==> src/rtl/rtcb_pkg.sv <==
package rtcb_pkg;
  localparam int DATA_W    = 8;
  localparam int ADDR_W    = 3;
  localparam int REG_CNT   = 1 << ADDR_W;
  localparam int FIELD_CNT = REG_CNT - 1;

  // field index = register offset - 1
  localparam int F_SEC  = 0;
  localparam int F_MIN  = 1;
  localparam int F_HOUR = 2;
  localparam int F_DOW  = 3;
  localparam int F_DATE = 4;
  localparam int F_MON  = 5;
  localparam int F_YEAR = 6;

  localparam int CTRL_WHOLD = 7;
  localparam int CTRL_RHOLD = 6;
  localparam int CTRL_SIGN  = 5;
  localparam int CAL_W      = 5;
  localparam int STOP_BIT   = 7;
  localparam int FTEST_BIT  = 6;

  typedef logic [DATA_W-1:0] byte_t;
  typedef byte_t [FIELD_CNT-1:0] tvec_t;

  function automatic byte_t field_mask(input int idx);
    case (idx)
      F_SEC, F_MIN:   return 8'h7F;
      F_HOUR, F_DATE: return 8'h3F;
      F_DOW:          return 8'h07;
      F_MON:          return 8'h1F;
      default:        return 8'hFF;
    endcase
  endfunction

  function automatic byte_t field_max(input int idx);
    case (idx)
      F_SEC, F_MIN: return 8'h59;
      F_HOUR:       return 8'h23;
      F_DOW:        return 8'h07;
      F_DATE:       return 8'h31;
      F_MON:        return 8'h12;
      default:      return 8'h99;
    endcase
  endfunction

  function automatic byte_t field_min(input int idx);
    case (idx)
      F_DOW, F_DATE, F_MON: return 8'h01;
      default:              return 8'h00;
    endcase
  endfunction

  function automatic byte_t bcd_inc(input byte_t v);
    if (v[3:0] >= 4'd9) return {v[7:4] + 4'd1, 4'd0};
    return v + 8'd1;
  endfunction

  function automatic byte_t month_days(input byte_t mon, input byte_t yr);
    int yb;
    yb = int'(yr[7:4]) * 10 + int'(yr[3:0]);
    case (mon)
      8'h04, 8'h06, 8'h09, 8'h11: return 8'h30;
      8'h02:                      return ((yb % 4) == 0) ? 8'h29 : 8'h28;
      default:                    return 8'h31;
    endcase
  endfunction
endpackage

==> src/rtl/rtcb_counters.sv <==
module rtcb_counters
  import rtcb_pkg::*;
(
  input  logic  clk,
  input  logic  rst,
  input  logic  tick,
  input  logic  stop,
  input  logic  load,
  input  tvec_t load_val,
  output tvec_t live,
  output logic  adv
);
  logic [FIELD_CNT-1:0] wrap;
  logic [FIELD_CNT-1:0] carry;
  byte_t                lim [FIELD_CNT];

  assign adv = tick & ~stop & ~load;

  always_comb begin
    for (int i = 0; i < FIELD_CNT; i++) begin
      lim[i]  = (i == F_DATE) ? month_days(live[F_MON], live[F_YEAR]) : field_max(i);
      wrap[i] = (live[i] >= lim[i]);
    end
    carry[F_SEC]  = adv;
    carry[F_MIN]  = carry[F_SEC]  & wrap[F_SEC];
    carry[F_HOUR] = carry[F_MIN]  & wrap[F_MIN];
    carry[F_DOW]  = carry[F_HOUR] & wrap[F_HOUR];
    carry[F_DATE] = carry[F_HOUR] & wrap[F_HOUR];
    carry[F_MON]  = carry[F_DATE] & wrap[F_DATE];
    carry[F_YEAR] = carry[F_MON]  & wrap[F_MON];
  end

  for (genvar g = 0; g < FIELD_CNT; g++) begin : g_field
    localparam byte_t MSK = field_mask(g);
    localparam byte_t LOW = field_min(g);
    always_ff @(posedge clk) begin
      if (rst)            live[g] <= LOW;
      else if (load)      live[g] <= load_val[g] & MSK;
      else if (carry[g])  live[g] <= wrap[g] ? LOW : (bcd_inc(live[g]) & MSK);
    end
  end


  stop_freeze_chk: assert property (@(posedge clk) disable iff (rst)
    (stop && !load) |=> $stable(live));

  load_take_chk: assert property (@(posedge clk) disable iff (rst)
    load |=> (live[F_SEC] == ($past(load_val[F_SEC]) & 8'h7F)) &&
             (live[F_YEAR] == $past(load_val[F_YEAR])));

  hour_wrap_chk: assert property (@(posedge clk) disable iff (rst)
    (adv && live[F_SEC] == 8'h59 && live[F_MIN] == 8'h59 && live[F_HOUR] == 8'h23)
    |=> (live[F_HOUR] == 8'h00) && (live[F_DATE] != $past(live[F_DATE])));
endmodule

==> src/rtl/rtcb_holding.sv <==
module rtcb_holding
  import rtcb_pkg::*;
(
  input  logic              clk,
  input  logic              rst,
  input  logic              wr_en,
  input  logic [ADDR_W-1:0] addr,
  input  byte_t             wdata,
  input  logic              adv,
  input  tvec_t             live,
  output tvec_t             hold,
  output byte_t             ctrl,
  output logic              stop,
  output logic              ftest,
  output logic              load
);
  logic copy_go;
  logic ctrl_wr;

  assign ctrl_wr = wr_en && (addr == '0);
  assign load    = ctrl_wr && ctrl[CTRL_WHOLD] && !wdata[CTRL_WHOLD];

  always_ff @(posedge clk) begin
    if (rst) begin
      ctrl    <= '0;
      copy_go <= 1'b0;
      stop    <= 1'b0;
      ftest   <= 1'b0;
    end else begin
      copy_go <= adv && !ctrl[CTRL_RHOLD] && !ctrl[CTRL_WHOLD];
      if (ctrl_wr) ctrl <= wdata;
      if (wr_en && addr == ADDR_W'(F_SEC + 1)) stop  <= wdata[STOP_BIT];
      if (wr_en && addr == ADDR_W'(F_DOW + 1)) ftest <= wdata[FTEST_BIT];
    end
  end

  for (genvar g = 0; g < FIELD_CNT; g++) begin : g_hold
    localparam byte_t MSK = field_mask(g);
    always_ff @(posedge clk) begin
      if (rst)                                  hold[g] <= field_min(g);
      else if (wr_en && addr == ADDR_W'(g + 1)) hold[g] <= wdata & MSK;
      else if (copy_go)                         hold[g] <= live[g];
    end
  end


  copy_take_chk: assert property (@(posedge clk) disable iff (rst)
    (copy_go && !wr_en) |=> (hold == $past(live)));

  rhold_freeze_chk: assert property (@(posedge clk) disable iff (rst)
    (ctrl[CTRL_RHOLD] && !copy_go && !wr_en) |=> $stable(hold));
endmodule

==> src/rtl/rtcb_readport.sv <==
module rtcb_readport
  import rtcb_pkg::*;
(
  input  logic              clk,
  input  logic              rst,
  input  logic              rd_en,
  input  logic [ADDR_W-1:0] addr,
  input  byte_t             ctrl,
  input  tvec_t             hold,
  input  logic              stop,
  input  logic              ftest,
  output byte_t             rdata
);
  byte_t view [REG_CNT];

  always_comb begin
    view[0] = ctrl;
    for (int i = 0; i < FIELD_CNT; i++) view[i+1] = hold[i];
    view[F_SEC+1][STOP_BIT]  = stop;
    view[F_DOW+1][FTEST_BIT] = ftest;
  end

  always_ff @(posedge clk) begin
    if (rst)        rdata <= '0;
    else if (rd_en) rdata <= view[addr];
  end


  hour_pad_chk: assert property (@(posedge clk) disable iff (rst)
    (rd_en && addr == ADDR_W'(F_HOUR + 1)) |=> (rdata[7:6] == 2'b00));

  month_pad_chk: assert property (@(posedge clk) disable iff (rst)
    (rd_en && addr == ADDR_W'(F_MON + 1)) |=> (rdata[7:5] == 3'b000));
endmodule

==> src/rtl/rtc_calendar_bank.sv <==
module rtc_calendar_bank
  import rtcb_pkg::*;
(
  input  logic              clk,
  input  logic              rst,
  input  logic              tick_1hz,
  input  logic              acc_en,
  input  logic              acc_wr,
  input  logic [ADDR_W-1:0] acc_addr,
  input  logic [DATA_W-1:0] acc_wdata,
  output logic [DATA_W-1:0] acc_rdata,
  output logic              cal_sign,
  output logic [CAL_W-1:0]  cal_mag
);
  tvec_t live, hold;
  byte_t ctrl;
  logic  stop, ftest, load, adv;

  rtcb_counters u_cnt (
    .clk(clk), .rst(rst), .tick(tick_1hz), .stop(stop), .load(load),
    .load_val(hold), .live(live), .adv(adv)
  );

  rtcb_holding u_hold (
    .clk(clk), .rst(rst), .wr_en(acc_en && acc_wr), .addr(acc_addr),
    .wdata(acc_wdata), .adv(adv), .live(live), .hold(hold), .ctrl(ctrl),
    .stop(stop), .ftest(ftest), .load(load)
  );

  rtcb_readport u_rd (
    .clk(clk), .rst(rst), .rd_en(acc_en && !acc_wr), .addr(acc_addr),
    .ctrl(ctrl), .hold(hold), .stop(stop), .ftest(ftest), .rdata(acc_rdata)
  );

  assign cal_sign = ctrl[CTRL_SIGN];
  assign cal_mag  = ctrl[CAL_W-1:0];


  cal_follow_chk: assert property (@(posedge clk) disable iff (rst)
    (acc_en && acc_wr && acc_addr == '0) |=> (cal_mag == $past(acc_wdata[CAL_W-1:0])));
endmodule

==> config.mk <==
export PLATFORM = sky130hd
export DESIGN_NAME = rtc_calendar_bank
export DESIGN_NICKNAME = d
export VERILOG_FILES = /design/src/rtl/rtcb_pkg.sv /design/src/rtl/rtcb_counters.sv /design/src/rtl/rtcb_holding.sv /design/src/rtl/rtcb_readport.sv /design/src/rtl/rtc_calendar_bank.sv
export SDC_FILE = /design/constraint.sdc
export NUM_CORES = 1
export LEC_CHECK = 0
export BUFFER_PORTS_ARGS = -buffer_cell sky130_fd_sc_hd__buf_2
export CAP_MARGIN = 20
export CELL_PAD_IN_SITES_DETAIL_PLACEMENT = 0
export CELL_PAD_IN_SITES_GLOBAL_PLACEMENT = 1
export CORE_MARGIN = 2
export CORE_UTILIZATION = 45
export DETAILED_ROUTE_END_ITERATION = 6
export GPL_TIMING_DRIVEN = 0
export PLACE_DENSITY_LB_ADDON = 0.1
export SLEW_MARGIN = 0
export SYNTH_ARGS = -nofsm -noshare
export SYNTH_HDL_FRONTEND = slang
export SYNTH_SLANG_ARGS = --single-unit
==> constraint.sdc <==
create_clock -name clk -period 8.1 [get_ports clk]
set_input_delay 2.43 -clock clk [delete_from_list [all_inputs] [get_ports clk]]
set_output_delay 2.43 -clock clk [all_outputs]
set_load 0.01 [all_outputs]
Word-level counts from Yosys, hierarchy flattened. Index checks and enable logic that the tools add are counted.

Register bits: 109. Input port bits: 16. Output and inout bits: 14.

Add/sub/neg operators: 14. Multipliers: 1. $lt $le $gt $ge: 15. Eq/ne operators: 12. Mux-type cells: 82. Bitwise operators: 11. Reduce and logical (&&, ||, !) cells: 38.

Operator list (number): $mux W7 (14); $mux W6 (14); $mux W8 (9); $mux W5 (7); $add A32 B5 Y32 (1); $logic_not A32 Y1 (1); $mux W1 (29); $ge A4 B4 Y1 const B (7); $reduce_bool A2 Y1 (13); $bmux W8 S3 (1); $mux W3 (7); $pmux W8 S2 (1); $add A7 B1 Y7 const B (2); $ge A7 B7 Y1 const B (2); $logic_and A1 B1 Y1 (14); $add A6 B1 Y6 const B (2); $eq A3 B3 Y1 const B (4); $eq A5 B3 Y1 const B (2); $add A3 B1 Y3 const B (3); $add A8 B1 Y8 const B (1); $and A1 B1 Y1 (8); $ge A6 B8 Y1 (1); $ge A8 B8 Y1 const B (1); $reduce_or A2 Y1 (4); 19 further kinds (25).

Logic depth before layout (Yosys ltp). Gate-level depths: netlist of the first run.

Word-level depth: 18. Gate-level depth with buffers: 11. Gate-level depth less buffers: 11.

Cells and area by module. Synthesis of the first run repeated with hierarchy kept, for this count alone.

Cell total of the unflattened synthesis: 772. Area total of the unflattened synthesis: 6936.7 um2.

Modules (own cells, without submodules): rtcb_counters (times used 1, cells an instance 391, area each 3186.8 um2, seq. area each 840.8 um2); rtcb_holding (times used 1, cells an instance 295, area each 2891.5 um2, seq. area each 1341.3 um2); rtcb_readport (times used 1, cells an instance 84, area each 842.1 um2, seq. area each 160.2 um2); rtc_calendar_bank (times used 1, cells an instance 2, area each 16.3 um2, seq. area each 0.0 um2).

Worst setup path before layout of the first run. OpenSTA, ideal clock, no wires.

Path type: input-to-reg. Start point: in acc_wdata[7]. End point: reg u_cnt.live[43] (netlist name). Library setup time: 121 ps. Data arrival time: 3826 ps. Required time: 7979 ps. Path slack: 4153 ps. Cell stages on the path: 6. Buffers on the path: 1. Cell sequence: nor4b_4 and2_1 buf_6 nor3_4 or3_4 mux2_4.

Word-level cells in the longest chain between the ends: 9. Elaborated cells between the ends (all ways): 10.

Ends and longest elaborated chain: start, declared (line rtc_calendar_bank.sv:10) `input logic [DATA_W-1:0] acc_wdata,`; $logic_not A1 Y1 * (line rtcb_holding.sv:21) `assign load = ctrl_wr && ctrl[CTRL_WHOLD] && !wdata[CTRL_WHOLD];`; $logic_and A1 B1 Y1 * (line rtcb_holding.sv:21); $not A1 Y1 (line rtcb_counters.sv:17) `assign adv = tick & ~stop & ~load;`; $and A1 B1 Y1 (line rtcb_counters.sv:17); $and A1 B1 Y1 (line rtcb_counters.sv:25) `carry[F_MIN] = carry[F_SEC] & wrap[F_SEC];`; $and A1 B1 Y1 (line rtcb_counters.sv:26) `carry[F_HOUR] = carry[F_MIN] & wrap[F_MIN];`; $and A1 B1 Y1 (line rtcb_counters.sv:28) `carry[F_DATE] = carry[F_HOUR] & wrap[F_HOUR];`; $and A1 B1 Y1 (line rtcb_counters.sv:29) `carry[F_MON] = carry[F_DATE] & wrap[F_DATE];`; $reduce_bool A2 Y1 (no source line); end signal, assigned by index (line rtcb_counters.sv:38) `else if (load) live[g] <= load_val[g] & MSK;`; end signal, assigned by index (line rtcb_counters.sv:39) `else if (carry[g]) live[g] <= wrap[g] ? LOW : (bcd_inc(live[g]) & MSK);`; end, declared (line rtcb_counters.sv:10) `output tvec_t live,`.

Mark *: on every way between the ends. The rest lies on a longest branch, timed or not. A chain may end at the register's enable or synchronous reset.

Worst setup path in the final report of the first run.
Start point: in acc_wdata[7]. End point: reg u_cnt.live[18] (netlist name).

Word-level cells in the longest chain between the ends: 7. Elaborated cells between the ends (all ways): 8.

Ends and longest elaborated chain (line): $logic_not A1 Y1 * (rtcb_holding.sv:21); $logic_and A1 B1 Y1 * (rtcb_holding.sv:21); $not A1 Y1 (rtcb_counters.sv:17); $and A1 B1 Y1 (rtcb_counters.sv:17); $and A1 B1 Y1 (rtcb_counters.sv:25); $and A1 B1 Y1 (rtcb_counters.sv:26); $reduce_bool A2 Y1 (no source line).

Marked as above.

==> results of run 1 <==
[metal layers]
layer,track usage,up-vias
met2,0.446,301
met3,0.0648,47
met4,0.116,0
li1,-,2729
met1,0.421,2880
met5,0,-
[cells in the final DEF, fill, tap and decap left out, types with 4 or more instances in the layout]
cell	netlist	routed
sky130_fd_sc_hd__a211oi_1	47	47
sky130_fd_sc_hd__a21oi_1	44	44
sky130_fd_sc_hd__a221oi_1	5	5
sky130_fd_sc_hd__a22oi_1	10	10
sky130_fd_sc_hd__a311oi_1	6	6
sky130_fd_sc_hd__a31oi_1	13	13
sky130_fd_sc_hd__a32oi_1	7	7
sky130_fd_sc_hd__and2_1	4	4
sky130_fd_sc_hd__and3_1	10	10
sky130_fd_sc_hd__buf_1	5	5
sky130_fd_sc_hd__buf_2	22	47
sky130_fd_sc_hd__buf_4	7	7
sky130_fd_sc_hd__clkbuf_1	26	26
sky130_fd_sc_hd__clkbuf_16	0	9
sky130_fd_sc_hd__dfxtp_1	103	103
sky130_fd_sc_hd__ha_1	33	33
sky130_fd_sc_hd__inv_1	29	29
sky130_fd_sc_hd__mux2i_1	53	53
sky130_fd_sc_hd__mux4_2	9	9
sky130_fd_sc_hd__nand2_1	46	46
sky130_fd_sc_hd__nand3_1	29	29
sky130_fd_sc_hd__nor2_1	80	80
sky130_fd_sc_hd__nor2b_1	5	5
sky130_fd_sc_hd__nor3_1	13	13
sky130_fd_sc_hd__nor4_1	7	7
sky130_fd_sc_hd__o21ai_0	8	8
sky130_fd_sc_hd__o21ai_1	5	5
sky130_fd_sc_hd__o311a_1	4	4
sky130_fd_sc_hd__o31ai_1	7	7
sky130_fd_sc_hd__o32ai_1	8	8
sky130_fd_sc_hd__xnor2_1	4	4
sky130_fd_sc_hd__xor2_1	4	4
[cell type report]
class                   instances  area share
multi-input cells             519       0.545
flip-flops and latches        103       0.302
plain buffers                  61      0.0424
clock buffers                   9      0.0329
well taps                     176      0.0322
repair buffers                 25      0.0183
inverters                      29      0.0159
clock inverters                 7      0.0117
[flip-flops by register name, indices dropped and copies added, names as in the netlist]
signal,cells
u_cnt.live,42
u_hold.hold,42
u_hold.ctrl,8
u_rd.rdata,8
u_hold.copy_go,1
u_hold.ftest,1
u_hold.stop,1
[through the flow]
stage	cells	hold slack, ns	instance area, um^2
5_1_grt	929	0.501	6840
6_report	929	0.479	6840
3_3_place_gp	913	0.444	6530
3_5_place_dp	913	0.455	6530
2_1_floorplan	712	0.423	6190
4_1_cts	929	0.467	6840
[power by group through the flow]
stage | registers, uW | clock network, uW | logic [uW]
6_report | 521 | 461 | 80.8
5_1_grt | 522 | 486 | 85.9
4_1_cts | 521 | 464 | 79.8
3_5_place_dp | 533 | 0 | 79.4
3_3_place_gp | 533 | 0 | 78.9
2_1_floorplan | 531 | 0 | 48.6
[cell families after synthesis]
kind of cell,Yosys count,synth area share
buffers and inverters,90,0.0645
XOR/XNOR,8,0.0113
AO/OA/AOI/OAI,199,0.232
adder cells (fa/ha/maj),33,0.0667
multiplexers,66,0.126
AND/OR/NAND/NOR,213,0.166
flip-flops,103,0.333
[worst max path at each step]
stage / start / end
2_1_floorplan: acc_wdata[7] / u_cnt.live[43]$_SDFFE_PP0P_
3_3_place_gp: acc_wdata[7] / u_cnt.live[18]$_SDFFE_PP0P_
3_5_place_dp: acc_wdata[7] / u_cnt.live[18]$_SDFFE_PP0P_
4_1_cts: acc_wdata[7] / u_cnt.live[18]$_SDFFE_PP0P_
5_1_grt: acc_wdata[7] / u_cnt.live[18]$_SDFFE_PP0P_
6_report: acc_wdata[7] / u_cnt.live[18]$_SDFFE_PP0P_
[critical path, stage by stage]
cell and delay [ns]:
sky130_fd_sc_hd__buf_2 0.15, sky130_fd_sc_hd__nor4b_4 0.44, sky130_fd_sc_hd__nand2_1 0.28, sky130_fd_sc_hd__o21ai_1 0.21, sky130_fd_sc_hd__buf_2 0.34, sky130_fd_sc_hd__buf_2 0.37
sky130_fd_sc_hd__nand2_1 0.15, sky130_fd_sc_hd__o32ai_1 0.29
==> results.md, run 1 <==
Hold path:
- The endpoint with the worst hold slack is u_hold.ftest$_SDFFE_PP0P_.
- The type of the tightest min-delay check is reg2reg.
- In this run the most critical hold path is launched from u_hold.ftest$_SDFFE_PP0P_.
- Along the worst hold path, the cell count comes to 2.

CTS:
- The clock reaches the later pin of the worst-skew pair after 0.37 ns.
- The post-CTS setup repair buffer count is 0.
- For this design, the CTS-stage hold fixing added 0 buffers.
- The CTS root buffer is sky130_fd_sc_hd__clkbuf_16.
- The TritonCTS buffer count is 9.
- The clock input transition at the sequential cells of the worst setup and hold paths is 0.08 ns.
- The number of gates resized after CTS was 0.
- Counting every sink on the clock net gives 103.
- The H-tree generated during clock tree synthesis spans 3 levels.
- The clock tree from TritonCTS is built.
- The clock tree buffer depth is 2.

Synthesis:
- Of all flip-flops after synthesis, the portion carrying an async set or reset was 0.
- The number of synthesized flops with an enable pin is 0.
- Yosys attributes the largest share of cell area to sky130_fd_sc_hd__dfxtp_1 (33%), sky130_fd_sc_hd__mux2i_1 (8.6%), sky130_fd_sc_hd__ha_1 (6.7%).
- In the synthesized netlist the dominant register cell turns out to be sky130_fd_sc_hd__dfxtp_1.
- The net count of the mapped netlist is 761.
- The Yosys step of the flow raised 0 warnings.
- After synthesis, the netlist uses 71 different library cells.
- For this run, the register share of the synthesized area comes to 0.333.
- The commonest cells after synthesis are sky130_fd_sc_hd__dfxtp_1 (103), sky130_fd_sc_hd__nor2_1 (80), sky130_fd_sc_hd__mux2i_1 (53).
- In the synthesized netlist, the number of instances is 712.
- Each instance of the synthesized netlist takes up on average 8.69 um^2.
- The biggest area contributor in the post-synthesis netlist is sky130_fd_sc_hd__dfxtp_1.
- The share of synthesized area in the top cell type comes to 0.333.
- sky130_fd_sc_hd__dfxtp_1 is the most common cell in the netlist.
- After synthesis the cells add up to 6190 um^2.
- The post-synthesis sequential element count is 103.

GRT:
- Across every metal layer, demand over resource in global routing totals 0.299.
- The wire length of the first global-routing pass is 32.8 mm.
- The overall overflow remaining after global route is 0.
- The number of global-route vias before repair is 5564.
- The maximum number of pins on one net before global-route repair is 19.
- The number of antenna violations at the first check in global routing is 0.

Detailed routing:
- In the routed design, unresolved DRC markers number 0.
- The routed length on met3 is 1.86 mm.
- The detailed router put a total of 9.63 mm of wire on met1.
- The remaining antenna violation count after routing is 0.
- The total via count in the routed design is 5957.
- The initial detailed-routing violation count is 679.
- The routed length on met2 is 9.27 mm.
- The routed via count divided by cell count is 6.41.
- The average wire per standard cell is 23.0 um.
- The first detailed-routing pass took 5 iterations.
- The final layout contains routed wiring with a total length of 21.4 mm.
- The highest metal layer used by the detailed router is met4.

Power and ir drop:
- The worst-case IR drop observed on VDD is 99.6 uV.
- The standby leakage power is 0.00256 uW.
- The post-layout total power is 1060 uW.
- The part of the power in combinational logic is 0.076.
- Power spread over the standard cell area amounts to 155 nW/um^2.
- Of the total power, the clock network draws 0.433.
- The cell-internal power is 783 uW.
- Of the total power, the share spent switching nets is 0.263.
- The fraction of power consumed by sequential logic is 0.490.
- The switching power total is 279 uW.

Final layout:
- The net count of the finished layout is 797.
- Fill cells in the final layout number 1305.
- 0 antenna diodes ended up in the layout.
- The area taken by multi-input logic gates is 3730 um^2.
- The core utilization of the finished layout is 0.512.
- The area taken by flip-flops and latches is 2060 um^2.
- From synthesis to final layout, the design area changed by 10.5%.
- The share of layout cells above drive strength 1 is 0.129.

STA:
- The time the worst path needs with I/O delays and setup is 4.39 ns.
- Measured against its own limit, the worst slew margin works out to 0.370.
- The number of failing setup endpoints in the final timing report is 0.
- For the pin with the worst max-slew slack, the measured transition is 0.937 ns.
- Clock skew on the completed layout was measured at 0.00807 ns.
- After routing, the total negative slack on setup checks comes to 0 ns.
- The final period utilization is 0.542.
- The final hold violation count is 0.
- Setup repair after global routing left no endpoint under its margin.
- In the post-route analysis, the smallest setup slack over all paths is 3.71 ns.
- The highest achievable clock rate is 228 MHz.
- The number of slew-limit violations in the final report came to 0.

Setup path:
- The setup slack of the worst register-to-register path is 4.79 ns.
- The capturing element type of the critical path is a flop.
- The sort of element at the start of the critical path is a primary input.
- The category of the most critical setup path is in2reg.
- In this run the worst path has a maximum fanout of 10.
- The signal arrival time at the worst endpoint is 4.66 ns.
- The number of cells on the worst reg-to-reg path is 11.
- The reg-to-reg startpoint is u_cnt.live[40]$_SDFFE_PP1P_.
- The critical path data required time is 8.37 ns.
- The worst register-to-register path ends at u_cnt.live[49]$_SDFFE_PP0P_.

Floorplan:
- The height of the chip is 121 um.
- The core area is 13300 um^2.
- The floorplan step set the die width to 121 um.
- The die area is 14700 um^2.
- During I/O placement, the number of pins put on the boundary was 30.
- The starting utilization of the core area is 0.464.
- The initialized floorplan defines 42 standard-cell rows.

Place:
- The post-placement setup slack is 3.41 ns.
- The number of I/O port buffers is 25.
- After legalization and detailed placement, the total HPWL measured 15.8 mm.
- The congestion estimate from routability-driven global placement came to 0.958.

Flow run:
- The max-capacitance violation count is 0.

Outcome:
- The flow ran to the end, and the final reports show no timing, DRC or antenna violations.
Note: power is estimated with default switching activity, not from simulation.
==> run 2: changes to the inputs <==
Settings changed: ABC_AREA set to 1.
Clock period 8.1 ns to 4.22 ns, I/O delays scaled along.
==> run 2 against run 1 <==
Against the previous run: worst setup slack worse by 2.2 ns; largest cell class unchanged; synthesized area is 1.4% lower; first-iteration DRC count is 6.6% higher; largest power group unchanged; register-to-register slack worse by 3.2 ns; combinational power is 100% higher.
==> results.md, run 2 <==
Flow run:
- The max-capacitance violation count is 0 (unchanged).

Synthesis:
- The cell with the most instances after synthesis was sky130_fd_sc_hd__nand2_1 (was sky130_fd_sc_hd__dfxtp_1).
- The post-synthesis sequential element count is 103 (unchanged).
- The proportion of netlist area held by the largest area contributor is 0.338 (was 0.333).
- The distinct cell type count of the synthesized netlist is 46 (was 71).
- The number of synthesized flops with an enable pin is 0 (unchanged).
- Leading post-synthesis cells by cell area: sky130_fd_sc_hd__dfxtp_1 (34%), sky130_fd_sc_hd__nand2_1 (12%), sky130_fd_sc_hd__ha_1 (6.8%) (was sky130_fd_sc_hd__dfxtp_1 (33%), sky130_fd_sc_hd__mux2i_1 (8.6%), sky130_fd_sc_hd__ha_1 (6.7%)).
- The sequential element share of the synthesized area came to 0.338 (was 0.333).
- The main flop type after synthesis is sky130_fd_sc_hd__dfxtp_1 (unchanged).
- The largest area contributor in the synthesized netlist is sky130_fd_sc_hd__dfxtp_1 (unchanged).
- The net count of the mapped netlist was 942 (was 761).
- The post-synthesis instance area is 6100 um^2 (was 6190 um^2).
- The mean cell area of the mapped netlist is 6.83 um^2 (was 8.69 um^2).
- Synth cell count leaders: sky130_fd_sc_hd__nand2_1 (203), sky130_fd_sc_hd__dfxtp_1 (103), sky130_fd_sc_hd__inv_1 (94) (was sky130_fd_sc_hd__dfxtp_1 (103), sky130_fd_sc_hd__nor2_1 (80), sky130_fd_sc_hd__mux2i_1 (53)).
- The proportion of register bits with asynchronous set or reset after synthesis is 0 (unchanged).
- The total of warnings raised by yosys is 0 (unchanged).
- The synthesized instance count is 893 (was 712).

Detailed routing:
- The remaining antenna violation count after routing was 0 (unchanged).
- The average wire per standard cell is 18.5 um (was 23.0 um).
- The initial detailed-routing violation count is 724 (was 679).
- The sum of routed wire length over all layers is 20.6 mm (was 21.4 mm).
- The detailed-route DRC error count is 0 (unchanged).
- The number of optimization iterations in the first detailed-route pass is 5 (unchanged).
- The total via count in the routed design was 6291 (was 5957).
- The routed via count divided by cell count came to 5.66 (was 6.41).

Power and ir drop:
- The standby leakage power is 0.00280 uW (was 0.00256 uW).
- The total power density per cell area is 315 nW/um^2 (was 155 nW/um^2).
- The worst vdd rail ir drop is 222 uV (was 99.6 uV).

CTS:
- The clock tree buffer depth is 2 (unchanged).
- The clock input transition at the sequential cells of the worst setup and hold paths was 0.07 ns (was 0.08 ns).
- The clock latency at the later pin of the worst-skew pair is 0.36 ns (was 0.37 ns).
- The TritonCTS buffer count is 9 (unchanged).
- The post-CTS setup repair buffer count was 0 (unchanged).
- The CTS root buffer was sky130_fd_sc_hd__clkbuf_16 (unchanged).
- The number of buffers inserted for hold repair after clock tree synthesis was 0 (unchanged).
- The number of levels in the clock H-tree is 3 (unchanged).
- The number of clock sinks seen by CTS is 103 (unchanged).
- The number of gates resized after CTS is 0 (unchanged).
- The clock tree from TritonCTS is built (unchanged).

Final layout:
- The layout-stage area growth over the synthesis result is 11.5% (was 10.5%).
- The core utilization of the finished layout is 0.514 (was 0.512).
- The net count of the finished layout is 980 (was 797).
- Largest registers in the final layout: u_cnt.live x42, u_hold.hold x42 (unchanged).
- The most common cell after layout, fill and taps aside is sky130_fd_sc_hd__nand2_1 (was sky130_fd_sc_hd__dfxtp_1).
- The number of fillers in the final layout is 1345 (was 1305).
- The share of layout cells above drive strength 1 is 0.0876 (was 0.129).
- The count of antenna diodes in the layout is 0 (unchanged).
- Highest-count cells in the layout ignoring fill and taps: sky130_fd_sc_hd__nand2_1 (203), sky130_fd_sc_hd__dfxtp_1 (103), sky130_fd_sc_hd__inv_1 (94), sky130_fd_sc_hd__nor2_1 (84), sky130_fd_sc_hd__o21ai_0 (76) (was sky130_fd_sc_hd__dfxtp_1 (103), sky130_fd_sc_hd__nor2_1 (80), sky130_fd_sc_hd__mux2i_1 (53), sky130_fd_sc_hd__buf_2 (47), sky130_fd_sc_hd__a211oi_1 (47)).

Setup path:
- The category of the most critical setup path is in2reg (unchanged).
- The signal arrival time at the worst endpoint came to 2.89 ns (was 4.66 ns).
- The capturing element type of the critical path was a flop (unchanged).
- The sort of element at the start of the critical path is a primary input (unchanged).
- The critical path data required time came to 4.44 ns (was 8.37 ns).
- The largest fanout on the critical path is 10 (unchanged).

STA:
- The final clock skew is 0.00804 ns (was 0.00807 ns).
- The setup total negative slack is 0 ns (unchanged).
- The number of slew-limit violations in the final report is 0 (unchanged).
- The number of failing setup endpoints in the final timing report came to 0 (unchanged).
- Unrepaired setup endpoints after global routing: false (unchanged).
- The final hold violation count is 0 (unchanged).
- The worst path in the final design needs a cycle of 2.67 ns, including I/O delays and setup.
- The worst slew margin relative to its limit is 0.518 (was 0.370).
- The final-layout worst hold slack was 0.431 ns (was 0.479 ns).
- Of the available clock period, the critical path in the final layout requires 0.632.
- The highest achievable clock rate is 375 MHz.
- The slew at the pin closest to its max-slew limit is 0.723 ns (was 0.937 ns).

GRT:
- The global-route total usage across every layer was 0.292 (was 0.299).
- The overall overflow remaining after global route is 0 (unchanged).
- The maximum number of pins on one net before global-route repair is 16 (was 19).
- The number of antenna violations at the first check in global routing was 0 (unchanged).
- The number of global-route vias before repair is 5762 (was 5564).
- The wire length of the first global-routing pass is 32.2 mm (was 32.8 mm).

Floorplan:
- The height of the chip is 120 um (was 121 um).
- The number of rows in the core area is 42 (unchanged).
- The core area is 13200 um^2 (was 13300 um^2).
- The horizontal die dimension is 120 um (was 121 um).
- The starting utilization of the core area is 0.461 (was 0.464).
- The total I/O pin count is 30 (unchanged).
- The die area is 14500 um^2 (was 14700 um^2).

Place:
- The last weighted congestion value of the routability-driven placer came to 0.977 (was 0.958).
- The placed wire-length estimate is 15.1 mm (was 15.8 mm).
- The number of I/O port buffers came to 27 (was 25).

Hold path:
- The type of the tightest min-delay check is reg2reg (unchanged).

Outcome:
- Status: finished, final reports clean (unchanged).
run 2: changes by cell type in the layout (fill, tap and decap cells not counted), moves of 18 or more:
cell                       previous run  this run
sky130_fd_sc_hd__mux2i_1             53         1
sky130_fd_sc_hd__nand3_1             29        63
sky130_fd_sc_hd__a211oi_1            47         3
sky130_fd_sc_hd__inv_1               29        94
sky130_fd_sc_hd__a21oi_1             44        62
sky130_fd_sc_hd__o21ai_0              8        76
sky130_fd_sc_hd__nand2_1             46       203
run 2: area by class of cell:
type	instances	area, um^2	area share
Buffer	37	195	0.0287
Clock buffer	14	284	0.0418
Clock inverter	2	60.1	0.00883
Inverter	101	379	0.0557
Multi-Input combinational cell	652	3460	0.509
Sequential cell	103	2060	0.303
Tap cell	176	220	0.0324
Timing Repair Buffer	27	135	0.0199
run 2: metrics by stage:
| stage | setup WS, ns | cells | instance area [um^2] | power [uW] |
|---|---|---|---|---|
| final | 1.55 | 1112 | 6800 | 2140 |
| after detailed placement | 1.21 | 1096 | 6460 | 1180 |
| after floorplan | 1.74 | 893 | 6100 | 1110 |
| after CTS | 1.60 | 1112 | 6800 | 2150 |
| after global placement | 1.27 | 1096 | 6460 | 1180 |
| after global routing | 1.32 | 1112 | 6800 | 2200 |
run 2: report_power, final:
part / internal, uW / total [uW] / switching (uW) / leakage (uW)
clock network: 586 / 977 / 392 / 0.000169
logic: 42.1 / 162 / 120 / 0.00180
registers: 989 / 1000 / 15.0 / 0.000834
run 2: critical path: stages:
cell and delay [ns]:
sky130_fd_sc_hd__buf_2 0.09, sky130_fd_sc_hd__nand2_1 0.12, sky130_fd_sc_hd__nor2_4 0.13, sky130_fd_sc_hd__nand4_2 0.11, sky130_fd_sc_hd__clkinv_1 0.20, sky130_fd_sc_hd__clkbuf_1 0.58, sky130_fd_sc_hd__nand2_1 0.18, sky130_fd_sc_hd__nand3_1 0.14
sky130_fd_sc_hd__nand3_1 0.07
run 2: path summary, 6_finish.rpt:
| check | slack, ns | start | end | cells past startpoint |
|---|---|---|---|---|
| worst max-delay path | 1.55 | acc_en | u_cnt.live[40]$_SDFFE_PP1P_ | 9 |
| worst min-delay path | 0.43 | u_hold.ctrl[6]$_SDFFE_PP0N_ | u_hold.copy_go$_SDFF_PP0_ | 1 |
| worst max register to register | 1.58 | u_cnt.live[40]$_SDFFE_PP1P_ | u_cnt.live[40]$_SDFFE_PP1P_ | 15 |
| worst min register to register | 0.43 | u_hold.ctrl[6]$_SDFFE_PP0N_ | u_hold.copy_go$_SDFF_PP0_ | 1 |
run 2: metal layers:
| layer | routed length (um) | vias up | share of wire | track usage |
|---|---|---|---|---|
| met5 | 0 | - | 0 | 0 |
| met2 | 9180 | 241 | 0.45 | 0.452 |
| li1 | - | 3065 | - | - |
| met1 | 9660 | 2966 | 0.47 | 0.426 |
| met4 | 257 | 0 | 0.012 | 0.0545 |
| met3 | 1510 | 19 | 0.073 | 0.0561 |
run 2: kinds of logic (layout without fill, tap and decap cells):
group | after synthesis | after routing | synth area share
and+or+nand+nor | 387 | 387 | 0.277
AOI/OAI and AO/OA | 218 | 218 | 0.203
buffers and inverters | 138 | 181 | 0.0941
DFF | 103 | 103 | 0.338
adders and majority gates | 33 | 33 | 0.0677
xor gates and xnor gates | 13 | 13 | 0.0187
muxes | 1 | 1 | 0.00164
==> run 3: changes to the inputs <==
Settings changed: ABC_AREA 1 to 0, CORE_UTILIZATION 45 to 43.
Clock period 4.22 ns to 2.45 ns, I/O delays scaled along.
==> run 3 against run 2 <==
Against the previous run: register-to-register slack got worse by 1.8 ns; hold slack improved by 0.041 ns; first-iteration DRC count rose by 0.41%; critical path depth rose by 3; via count fell by 4.6%; total power rose by 63%; flip-flop and latch count did not move; non-clock buffer count rose by 45; critical endpoint is now u_cnt.live[43]$_SDFFE_PP0P_; the flow now finishes with violations (setup timing); clock power rose by 55%; cell area rose by 8.6%; combinational power rose by 65%; die area rose by 5.9%.
==> results.md, run 3 (same netlist as run 1, synthesis figures left out) <==
Power and ir drop:
- The part of the power in combinational logic is 0.076 (about the same).
- The worst vdd rail ir drop is 353 uV (was 222 uV).
- The switching power total was 881 uW (was 527 uW).
- The cell-internal power is 2620 uW (was 1620 uW).
- The relative contribution of the clock network to total power is 0.432 (was 0.456).
- The standby leakage power came to 0.00278 uW (was 0.00280 uW).
- The post-layout total power was 3500 uW (was 2140 uW).
- The total power density per cell area is 474 nW/um^2 (was 315 nW/um^2).
- The fraction of power consumed by sequential logic is 0.492 (was 0.468).
- The switching share of power is 0.252 (was 0.246).

CTS:
- The number of clock sinks seen by CTS is 103 (unchanged).
- The number of buffers inserted for hold repair after clock tree synthesis is 0 (unchanged).
- The clock tree buffer depth is 2 (unchanged).
- The number of levels in the clock H-tree is 3 (unchanged).
- The clock input transition at the sequential cells of the worst setup and hold paths is 0.07 ns (about the same).
- The CTS root buffer is sky130_fd_sc_hd__clkbuf_16 (unchanged).
- The clock latency at the later pin of the worst-skew pair was 0.37 ns (was 0.36 ns).
- The clock tree from TritonCTS is built (unchanged).
- The TritonCTS buffer count came to 9 (unchanged).

Setup path:
- The setup slack of the worst register-to-register path is -0.23 ns (was 1.58 ns).
- The sort of element at the start of the critical path is a flop (was primary input).
- The count of cells along the worst register-to-register path was 12 (was 15).
- The capturing element type of the critical path was a flop (unchanged).
- The largest fanout on the critical path was 5 (was 10).
- The category of the most critical setup path is reg2reg (was in2reg).
- The critical path data required time came to 2.71 ns (was 4.44 ns).
- The signal arrival time at the worst endpoint was 2.94 ns (was 2.89 ns).

Final layout:
- The core utilization of the finished layout came to 0.528 (was 0.514).
- The net count of the finished layout was 820 (was 980).
- The count of antenna diodes in the layout came to 0 (unchanged).
- Largest registers in the final layout: u_cnt.live x42, u_hold.hold x42 (unchanged).
- The most common cell after layout, fill and taps aside was sky130_fd_sc_hd__dfxtp_1 (was sky130_fd_sc_hd__nand2_1).
- The share of layout cells above drive strength 1 came to 0.209 (was 0.0876).
- Highest-count cells in the layout ignoring fill and taps: sky130_fd_sc_hd__dfxtp_1 (100), sky130_fd_sc_hd__nor2_1 (78), sky130_fd_sc_hd__mux2i_1 (53), sky130_fd_sc_hd__nand2_1 (45), sky130_fd_sc_hd__a21oi_1 (42) (was sky130_fd_sc_hd__nand2_1 (203), sky130_fd_sc_hd__dfxtp_1 (103), sky130_fd_sc_hd__inv_1 (94), sky130_fd_sc_hd__nor2_1 (84), sky130_fd_sc_hd__o21ai_0 (76)).
- The area of all placed cells without fillers came to 7380 um^2 (was 6800 um^2).
- The layout-stage area growth over the synthesis result is 19.3% (was 11.5%).

STA:
- The slew at the pin closest to its max-slew limit is 0.956 ns (was 0.723 ns).
- The final hold violation count is 0 (unchanged).
- Unrepaired setup endpoints after global routing: true (was false).
- The final clock skew is 0.00887 ns (was 0.00804 ns).
- The worst slew margin relative to its limit was 0.357 (was 0.518).
- Of the available clock period, the critical path in the final layout requires 1.09.
- For the finished layout, the period the worst path requires is 2.68 ns.
- The setup total negative slack was -2.05 ns (was 0 ns).
- The worst-case setup margin in the final layout is -0.232 ns (was 1.55 ns).
- The highest achievable clock rate is 373 MHz.
- The number of failing setup endpoints in the final timing report is 17 (was 0).
- The number of slew-limit violations in the final report came to 0 (unchanged).

GRT:
- The wire length of the first global-routing pass came to 33.4 mm (was 32.2 mm).
- The number of antenna violations at the first check in global routing was 0 (unchanged).
- The global-route total usage across every layer is 0.297 (was 0.292).
- The number of global-route vias before repair is 5630 (was 5762).
- The overall overflow remaining after global route is 0 (unchanged).
- The maximum number of pins on one net before global-route repair is 16 (unchanged).

Flow run:
- The max-capacitance violation count is 0 (unchanged).

Floorplan:
- The horizontal die dimension is 124 um (was 120 um).
- The core area is 14000 um^2 (was 13200 um^2).
- The die area is 15400 um^2 (was 14500 um^2).
- The number of rows in the core area was 43 (was 42).
- The total I/O pin count is 30 (unchanged).
- The height of the chip is 124 um (was 120 um).
- The starting utilization of the core area is 0.442 (was 0.461).

Detailed routing:
- The remaining antenna violation count after routing is 0 (unchanged).
- The average wire per standard cell is 23.6 um (was 18.5 um).
- The detailed-route DRC error count is 0 (unchanged).
- The total via count in the routed design is 6004 (was 6291).
- The routed via count divided by cell count is 6.29 (was 5.66).
- The initial detailed-routing violation count is 727 (was 724).
- The sum of routed wire length over all layers is 22.5 mm (was 20.6 mm).
- The number of optimization iterations in the first detailed-route pass is 5 (unchanged).

Hold path:
- The number of cells traversed by the worst hold path is 2 (was 1).
- The type of the tightest min-delay check is reg2reg (unchanged).

Outcome:
- Status: finished, violations left (was finished, final reports clean).
- The final reports fail on setup timing.

Place:
- The instance area at placement is 6590 um^2 (was 6460 um^2).
- The number of I/O port buffers was 25 (was 27).
- The placed wire-length estimate is 16.1 mm (was 15.1 mm).
- The last weighted congestion value of the routability-driven placer is 0.912 (was 0.977).
-- run 3: changes by cell type in the layout (fill, tap and decap cells not counted), sizes merged, moves of 14 or more --
cell    change
inv        -70
o21ai      -73
a21oi      -18
nand4      -14
buf        +34
nand2     -161
nand3      -38
a211oi     +46
mux2i      +52
a31oi      -14
-- run 3: critical path, cell delays in order (launching register included) --
cell and delay [ns]:
sky130_fd_sc_hd__dfxtp_4 0.35, sky130_fd_sc_hd__inv_4 0.08, sky130_fd_sc_hd__ha_4 0.15, sky130_fd_sc_hd__a21oi_2 0.04
sky130_fd_sc_hd__nor3_2 0.25, sky130_fd_sc_hd__o32ai_2 0.12, sky130_fd_sc_hd__ha_1 0.30, sky130_fd_sc_hd__nor4b_2 0.05
sky130_fd_sc_hd__o22ai_2 0.29, sky130_fd_sc_hd__buf_4 0.18, sky130_fd_sc_hd__a21oi_4 0.05, sky130_fd_sc_hd__or3_4 0.39
sky130_fd_sc_hd__mux2_4 0.31
-- run 3: timing repair --
action                                  4_1_cts  5_1_grt
buffers inserted                              9       15
resized for setup                            33       35
cloned                                        0        0
hold endpoints to repair                      0        0
endpoints found under the setup margin       32       34
pin swaps                                    31        8
-- run 3: power groups by stage --
stage	combinational [uW]	clock, uW	sequential (uW)
4_1_cts	263	1530	1720
5_1_grt	286	1600	1720
3_3_place_gp	261	0	1760
3_5_place_dp	261	0	1760
6_report	267	1510	1720
2_1_floorplan	161	0	1750
-- run 3: final cells by class --
class                           count  area, um^2
Tap cell                          180         225
Clock inverter                      3        43.8
Buffer                             61         329
Fill cell                        1321        6600
Timing Repair Buffer               48         325
Inverter                           29         116
Multi-Input combinational cell    519        4020
Sequential cell                   103        2070
Clock buffer                       11         253
-- run 3: path summary, 6_finish.rpt --
path                               startpoint                     endpoint
setup / recovery  u_cnt.live[40]$_SDFFE_PP1P_  u_cnt.live[43]$_SDFFE_PP0P_
hold / removal      u_hold.ftest$_SDFFE_PP0P_    u_hold.ftest$_SDFFE_PP0P_
setup reg to reg  u_cnt.live[40]$_SDFFE_PP1P_  u_cnt.live[43]$_SDFFE_PP0P_
hold reg to reg     u_hold.ftest$_SDFFE_PP0P_    u_hold.ftest$_SDFFE_PP0P_
-- run 3: per-layer routing --
layer / up-vias / wire length (um) / track usage / share of wire
met2: 252 / 10100 / 0.456 / 0.45
met4: 0 / 616 / 0.119 / 0.027
li1: 2767 / - / - / -
met1: 2947 / 10100 / 0.412 / 0.45
met5: - / 0 / 0 / 0
met3: 38 / 1670 / 0.0540 / 0.074
-- run 3: per-stage QoR --
step | hold slack, ns | setup WS [ns] | instances
finish | 0.471 | -0.232 | 954
global route | 0.497 | -0.327 | 954
CTS | 0.469 | -0.155 | 940
detailed placement | 0.458 | -0.560 | 917
global placement | 0.443 | -0.522 | 917
floorplan | 0.423 | -0.00974 | 712
